**src/rtl/cps_pkg.sv**
```systemverilog
package cps_pkg;
   typedef enum logic [2:0] {
      ST_IDLE  = 3'd0,
      ST_FILL  = 3'd1,
      ST_KICK  = 3'd2,
      ST_XFORM = 3'd3,
      ST_PLAY  = 3'd4
   } cps_state_e;
endpackage

```
**src/rtl/cps_counter.sv**
```systemverilog
module cps_counter #(
   parameter int W = 3
) (
   input  logic         clk,
   input  logic         rst_n,
   input  logic         clr,
   input  logic         inc,
   output logic [W-1:0] cnt,
   output logic         at_max
);
   // power-of-two depth: natural overflow gives the wrap
   always_ff @(posedge clk or negedge rst_n) begin
      if (!rst_n)   cnt <= '0;
      else if (clr) cnt <= '0;
      else if (inc) cnt <= cnt + 1'b1;
   end
   assign at_max = &cnt;
endmodule

```
**src/rtl/cps_fsm.sv**
```systemverilog
module cps_fsm
   import cps_pkg::*;
#(
   parameter int TMO_CYCLES = 1024
) (
   input  logic       clk,
   input  logic       rst_n,
   input  logic       start_i,
   input  logic       fill_last_i,
   input  logic       fft_busy_i,
   output cps_state_e state_o,
   output logic       start_ok_o,
   output logic       err_o
);
   localparam int TW = $clog2(TMO_CYCLES + 2);

   cps_state_e state, nxt;
   logic       expired;

   // start honoured only when idle or playing
   assign start_ok_o = start_i && (state == ST_IDLE || state == ST_PLAY);

   generate
      if (TMO_CYCLES > 0) begin : g_tmo
         logic [TW-1:0] tmr;
         always_ff @(posedge clk or negedge rst_n) begin
            if (!rst_n)                 tmr <= '0;
            else if (state != ST_XFORM) tmr <= '0;
            else if (fft_busy_i)        tmr <= tmr + 1'b1;
         end

         assign expired = (state == ST_XFORM) && fft_busy_i &&
                          (tmr == TW'(TMO_CYCLES - 1));
      end else begin : g_no_tmo
         assign expired = 1'b0;
      end
   endgenerate

   always_comb begin
      nxt = state;
      case (state)
         ST_IDLE:  if (start_ok_o) nxt = ST_FILL;
         ST_FILL:  if (fill_last_i) nxt = ST_KICK;
         ST_KICK:  nxt = ST_XFORM;
         ST_XFORM: begin
            if (!fft_busy_i)  nxt = ST_PLAY;
            else if (expired) nxt = ST_IDLE;
         end
         ST_PLAY:  if (start_ok_o) nxt = ST_FILL;
         default:  nxt = ST_IDLE;
      endcase
   end

   always_ff @(posedge clk or negedge rst_n) begin
      if (!rst_n) state <= ST_IDLE;
      else        state <= nxt;
   end

   always_ff @(posedge clk or negedge rst_n) begin
      if (!rst_n)          err_o <= 1'b0;
      else if (start_ok_o) err_o <= 1'b0;
      else if (expired)    err_o <= 1'b1;
   end

   assign state_o = state;
endmodule

```
**src/rtl/cps_port_arb.sv**
```systemverilog
module cps_port_arb
   import cps_pkg::*;
#(
   parameter int AW = 3
) (
   input  logic          clk,
   input  logic          rst_n,
   input  cps_state_e    state_i,
   input  logic          fft_out_valid_i,
   input  logic          dac_ready_i,
   input  logic          rd_req_i,
   input  logic [AW-1:0] rd_addr_i,
   input  logic [AW-1:0] waddr_i,
   input  logic [AW-1:0] paddr_i,
   output logic          res_we_o,
   output logic          res_re_o,
   output logic [AW-1:0] res_addr_o,
   output logic          play_rd_o,
   output logic          rd_gnt_o,
   output logic          rd_valid_o,
   output logic          dac_valid_o
);
   logic in_play;
   assign in_play   = (state_i == ST_PLAY);
   assign play_rd_o = in_play && dac_ready_i;
   assign rd_gnt_o  = in_play && rd_req_i && !dac_ready_i; // converter first
   assign res_we_o  = (state_i == ST_XFORM) && fft_out_valid_i;
   assign res_re_o  = play_rd_o || rd_gnt_o;

   always_comb begin
      if (res_we_o)      res_addr_o = waddr_i;
      else if (rd_gnt_o) res_addr_o = rd_addr_i;
      else               res_addr_o = paddr_i;
   end

   always_ff @(posedge clk or negedge rst_n) begin
      if (!rst_n) begin
         dac_valid_o <= 1'b0;
         rd_valid_o  <= 1'b0;
      end else begin
         dac_valid_o <= play_rd_o;
         rd_valid_o  <= rd_gnt_o;
      end
   end
endmodule

```
**src/rtl/burst_capture_sequencer.sv**
```systemverilog
module burst_capture_sequencer
   import cps_pkg::*;
#(
   parameter int N          = 256,
   parameter int TMO_CYCLES = 4096,
   parameter int AW         = $clog2(N)
) (
   input  logic          clk,
   input  logic          rst_n,
   input  logic          start_i,
   output logic          adc_start_o,
   input  logic          adc_valid_i,
   output logic          in_we_o,
   output logic [AW-1:0] in_addr_o,
   output logic          fft_start_o,
   input  logic          fft_busy_i,
   input  logic          fft_out_valid_i,
   input  logic          dac_ready_i,
   output logic          dac_valid_o,
   input  logic          rd_req_i,
   input  logic [AW-1:0] rd_addr_i,
   output logic          rd_gnt_o,
   output logic          rd_valid_o,
   output logic          res_we_o,
   output logic          res_re_o,
   output logic [AW-1:0] res_addr_o,
   output logic          ready_o,
   output logic          err_o
);
   generate
      if (N < 2 || (N & (N - 1)) != 0) begin : g_bad_n
         $error("N must be a power of two, at least 2");
      end
      if (AW != $clog2(N)) begin : g_bad_aw
         $error("AW must equal clog2(N)");
      end
      if (TMO_CYCLES < 0) begin : g_bad_tmo
         $error("TMO_CYCLES must not be negative");
      end
   endgenerate

   cps_state_e    state;
   logic          start_ok, fill_last, cap_max, play_rd;
   logic          wr_max, pl_max;
   logic [AW-1:0] waddr, paddr;

   assign in_we_o     = (state == ST_FILL) && adc_valid_i;
   assign fill_last   = in_we_o && cap_max;
   assign adc_start_o = start_ok;
   assign fft_start_o = (state == ST_KICK);
   assign ready_o     = (state == ST_PLAY);

   cps_fsm #(.TMO_CYCLES(TMO_CYCLES)) u_fsm (
      .clk(clk), .rst_n(rst_n), .start_i(start_i), .fill_last_i(fill_last),
      .fft_busy_i(fft_busy_i), .state_o(state), .start_ok_o(start_ok),
      .err_o(err_o)
   );

   cps_counter #(.W(AW)) u_cap_cnt (
      .clk(clk), .rst_n(rst_n), .clr(state != ST_FILL), .inc(in_we_o),
      .cnt(in_addr_o), .at_max(cap_max)
   );

   cps_counter #(.W(AW)) u_wr_cnt (
      .clk(clk), .rst_n(rst_n), .clr(state != ST_XFORM), .inc(res_we_o),
      .cnt(waddr), .at_max(wr_max)
   );

   cps_counter #(.W(AW)) u_play_cnt (
      .clk(clk), .rst_n(rst_n), .clr(state != ST_PLAY), .inc(play_rd),
      .cnt(paddr), .at_max(pl_max)
   );

   cps_port_arb #(.AW(AW)) u_arb (
      .clk(clk), .rst_n(rst_n), .state_i(state),
      .fft_out_valid_i(fft_out_valid_i), .dac_ready_i(dac_ready_i),
      .rd_req_i(rd_req_i), .rd_addr_i(rd_addr_i), .waddr_i(waddr),
      .paddr_i(paddr), .res_we_o(res_we_o), .res_re_o(res_re_o),
      .res_addr_o(res_addr_o), .play_rd_o(play_rd), .rd_gnt_o(rd_gnt_o),
      .rd_valid_o(rd_valid_o), .dac_valid_o(dac_valid_o)
   );
endmodule

```
**config.mk**
```make
export PLATFORM = sky130hd
export DESIGN_NAME = burst_capture_sequencer
export DESIGN_NICKNAME = d
export VERILOG_FILES = /design/src/rtl/cps_pkg.sv /design/src/rtl/cps_counter.sv /design/src/rtl/cps_fsm.sv /design/src/rtl/cps_port_arb.sv /design/src/rtl/burst_capture_sequencer.sv
export SDC_FILE = /design/constraint.sdc
export NUM_CORES = 1
export LEC_CHECK = 0
export BUFFER_PORTS_ARGS = -buffer_cell sky130_fd_sc_hd__buf_2
export CORE_MARGIN = 1.5
export CORE_UTILIZATION = 55
export DETAILED_ROUTE_END_ITERATION = 12
export GPL_ROUTABILITY_DRIVEN = 0
export PLACE_DENSITY = 0.79
export SYNTH_ARGS = -nofsm -noshare
export SYNTH_HDL_FRONTEND = slang
export SYNTH_SLANG_ARGS = --single-unit
```
**constraint.sdc**
```tcl
create_clock -name clk -period 2.15 [get_ports clk]
set_clock_uncertainty 0.15 [all_clocks]
set_input_delay 0.215 -clock clk [delete_from_list [all_inputs] [get_ports clk]]
set_output_delay 0.215 -clock clk [all_outputs]
set_load 0.02 [all_outputs]
```
==> impl_metrics.json <==
{
  "cts_post_setup_buffers_inserted": 0,
  "power.internal_mw": 1.44,
  "netlist.area_leader.share": 0.461,
  "firstDrtPassIters": 4,
  "drive_gt1_frac": 0.209,
  "worst_ep_arrival_time_ps": 1710,
  "timing.critical_path.to_type": "primary output",
  "diodes": 0,
  "row_count": 23,
  "yosys_warnings": 0,
  "syn-cell-area_sq_um": 2330,
  "synth_largest_area_cell": "sky130_fd_sc_hd__dfrtp_1",
  "wl_per_instance_microns": 14.3,
  "start_util": 0.580,
  "cts_max_path_buffers": 2,
  "first_global_vias": 1838,
  "total_power_divided_by_cell_area_nw_per_um2": 712,
  "timing.max_slew.rel_slack": 0.664,
  "grt_util_all_layers": 0.233,
  "synth_area_per_cell_sq_um": 9.34,
  "grt_remaining_overflow": 0,
  "timing.critical_path.cells": "or3b_4 > nor2_2 > o221ai_1 > buf_2",
  "postSynthRegisterBits": 43,
  "seq_power_share": 0.460,
  "post_layout_minimum_cycle_time_ps": 2080,
  "timing.critical_path.depth": 4,
  "final_hold_viol_count": 0,
  "count_of_h_tree_levels_built_during_cts": 2,
  "worst_skew_pair.late_latency_ps": 290,
  "grt_pass1_wl_mm": 8.17,
  "route.vias.total": 2058,
  "synth_most_common_cell": "sky130_fd_sc_hd__dfrtp_1",
  "number_of_maximum_capacitance_constraint_violations": 0,
  "clkSlewWorstSetupHoldPaths_ps": 80,
  "worst_path_dominant_cell_family": "simple AND/OR/NAND/NOR gates",
  "yosys_most_used_dff": "sky130_fd_sc_hd__dfrtp_1",
  "initial_antenna_violation_count": 0,
  "path_buf_inv": 1,
  "tritoncts": "done",
  "cp_max_delay_cell": "sky130_fd_sc_hd__or3b_4",
  "run_status": "complete, no violations",
  "synth_nets": 270,
  "dpl-instance-area_sq_um": 2580,
  "ys_types": 42,
  "crit_fanout": 6,
  "path_class": "flop to primary output",
  "nNetsFinal": 315,
  "crit_path_start": "u_fsm.state_o[1]$_DFFE_PN0P_",
  "die_height_microns": 68.2,
  "route.detailed.vias_per_inst": 5.95,
  "slew_violations": 0,
  "pwr-share-clk": 0.379,
  "crit_path_max_incr_delay_ps": 460,
  "placement.io_buffers": 41,
  "max_clock_freq_mhz": 481,
  "combPwrFrac": 0.160,
  "power.ir.vdd_worst_mv": 0.395,
  "area_growth_syn_to_layout_pct": 18.1,
  "synth.area.top_cells": "sky130_fd_sc_hd__dfrtp_1 (46%), sky130_fd_sc_hd__nor2_1 (4.8%), sky130_fd_sc_hd__xor2_1 (4.1%), sky130_fd_sc_hd__nand3_1 (3.6%), sky130_fd_sc_hd__nand4_1 (3.5%)",
  "setup-violations-final": 0,
  "drt_first_iter_violations": 181,
  "total_switching_power_uw": 523,
  "reg2reg_depth": 4,
  "worst_hold_startpoint": "fft_busy_i",
  "layout_worst_path_cycle_share": 0.967,
  "critPathLaunchType": "flop",
  "synth_enable_flop_cells": 0,
  "dp_hpwl_mm": 3.49,
  "required_ps": 1780,
  "clock_sink_count": 43,
  "dieArea_sq_um": 4650,
  "antenna_violating_nets_post_route": 0,
  "num_io_pins": 42,
  "hold_path_class": "input port to flop",
  "rr_startpoint": "u_fsm.g_tmo.tmr[0]$_DFFE_PN0P_",
  "core_sq_um": 4030,
  "post-route-cell-area_sq_um": 2760,
  "fin_tns_setup_ps": 0,
  "hold-path-cell-count": 2,
  "synth_async_sr_flop_share": 1.00,
  "worstMarginPinSlew_ps": 499,
  "route.detailed.drc": 0,
  "routed_wl_mm": 4.94,
  "synth_top_cells_by_count": "sky130_fd_sc_hd__dfrtp_1 (43), sky130_fd_sc_hd__nor2_1 (30), sky130_fd_sc_hd__nand3_1 (17)",
  "cts_made_buffers": 5,
  "synth_cells": 250,
  "floorplan_die_width_microns": 68.2,
  "p_sw_frac": 0.266,
  "largest_net_degree_at_the_start_of_global_routing": 44,
  "yosysSeqAreaShare": 0.461,
  "leakage_nw": 1.21,
  "clk_root_buffer_cell": "sky130_fd_sc_hd__clkbuf_8"
}
[path summary, 6_finish.rpt]
kind	to	slack, ps
worst max register to register	u_fsm.g_tmo.tmr[8]$_DFFE_PN0P_	460
worst max-delay path	res_addr_o[6]	70
min in group asynchronous	u_cap_cnt.cnt[4]$_DFFE_PN0P_	270
max in group asynchronous	u_fsm.g_tmo.tmr[0]$_DFFE_PN0P_	1380
worst min register to register	u_fsm.g_tmo.tmr[11]$_DFFE_PN0P_	400
worst min-delay path	u_fsm.state_o[2]$_DFFE_PN0P_	120
[power by group through the flow]
| stage | sequential [mW] | combinational [mW] | clock (mW) |
|---|---|---|---|
| floorplan | 0.951 | 0.168 | 0 |
| global placement | 0.912 | 0.307 | 0 |
| detailed placement | 0.916 | 0.313 | 0 |
| CTS | 0.900 | 0.320 | 0.759 |
| global route | 0.910 | 0.351 | 0.793 |
| finish | 0.904 | 0.315 | 0.744 |
[flip-flops by register name, indices dropped and copies added (netlist names)]
signal / count
u_fsm.state_o: 3
u_wr_cnt.cnt: 8
u_arb.rd_valid_o: 1
u_cap_cnt.cnt: 8
u_arb.dac_valid_o: 1
u_fsm.err_o: 1
u_fsm.g_tmo.tmr: 13
u_play_cnt.cnt: 8
[worst register-to-register path, delay by kind of cell (launching register included)]
kind | cells | cell delay (ps)
simple gates | 2 | 680
fa+ha+maj | 1 | 230
compound gates | 1 | 150
flops | 1 | 410
[what timing repair did]
action,CTS,global route
setup endpoints to repair,10,8
gates resized for setup,2,4
pin swaps,0,3
cloned,0,1
endpoints found under the hold margin,44,0
hold buffers,2,0
[through the flow]
step / util / setup slack, ps / total power [mW] / hold slack [ps] / std cells
2_1_floorplan: - / 47.9 / 1.12 / -231 / 250
3_3_place_gp: 0.641 / 175 / 1.22 / 59.2 / 335
3_5_place_dp: 0.641 / 178 / 1.23 / 58.7 / 335
4_1_cts: 0.680 / 43.4 / 1.98 / 110 / 345
5_1_grt: 0.684 / -30.6 / 2.05 / 133 / 346
6_report: 0.684 / 70.3 / 1.96 / 119 / 346
[layer usage]
layer / wire length [microns] / GRT usage / vias up
met5: 0 / 0 / -
li1: - / - / 993
met1: 2390 / 0.308 / 988
met3: 273 / 0.0609 / 11
met2: 2200 / 0.374 / 66
met4: 83 / 0.0775 / 0
[layout by cell type (no fill, tap or decap), drive strengths merged, types with 2 or more instances in the layout]
master | netlist | layout
buf | 11 | 49
dfrtp | 43 | 43
nor2 | 30 | 30
nand3 | 17 | 17
nand2 | 15 | 15
o21ai | 14 | 14
a21oi | 13 | 13
nand4 | 13 | 13
xor2 | 11 | 11
a31oi | 8 | 8
or3 | 7 | 7
mux2i | 7 | 7
o31ai | 7 | 7
inv | 7 | 7
or4 | 6 | 6
clkbuf | 3 | 6
nand2b | 5 | 5
xnor2 | 5 | 5
nor4 | 4 | 4
ha | 4 | 4
or3b | 2 | 3
nor3b | 2 | 2
nor2b | 2 | 2
bufinv | 0 | 2
dlygate4sd3 | 0 | 2
[cell families after synthesis]
| family | after synthesis | synth area share |
|---|---|---|
| compound gates | 49 | 0.126 |
| xor+xnor | 16 | 0.0600 |
| fa+ha+maj | 4 | 0.0214 |
| buf+inv | 21 | 0.0536 |
| flops | 43 | 0.461 |
| mux | 7 | 0.0300 |
| simple gates | 110 | 0.248 |
[cell type report]
class                      instances  area (sq um)
clock buffer                       6          72.6
tap                               50          62.6
inverter                           7          31.3
clock inverter                     2          60.1
timing repair buffer              51           308
fill                             332          1270
multi-input combinational        187          1150
sequential                        43          1080
Power figures use the tool's default switching activity.
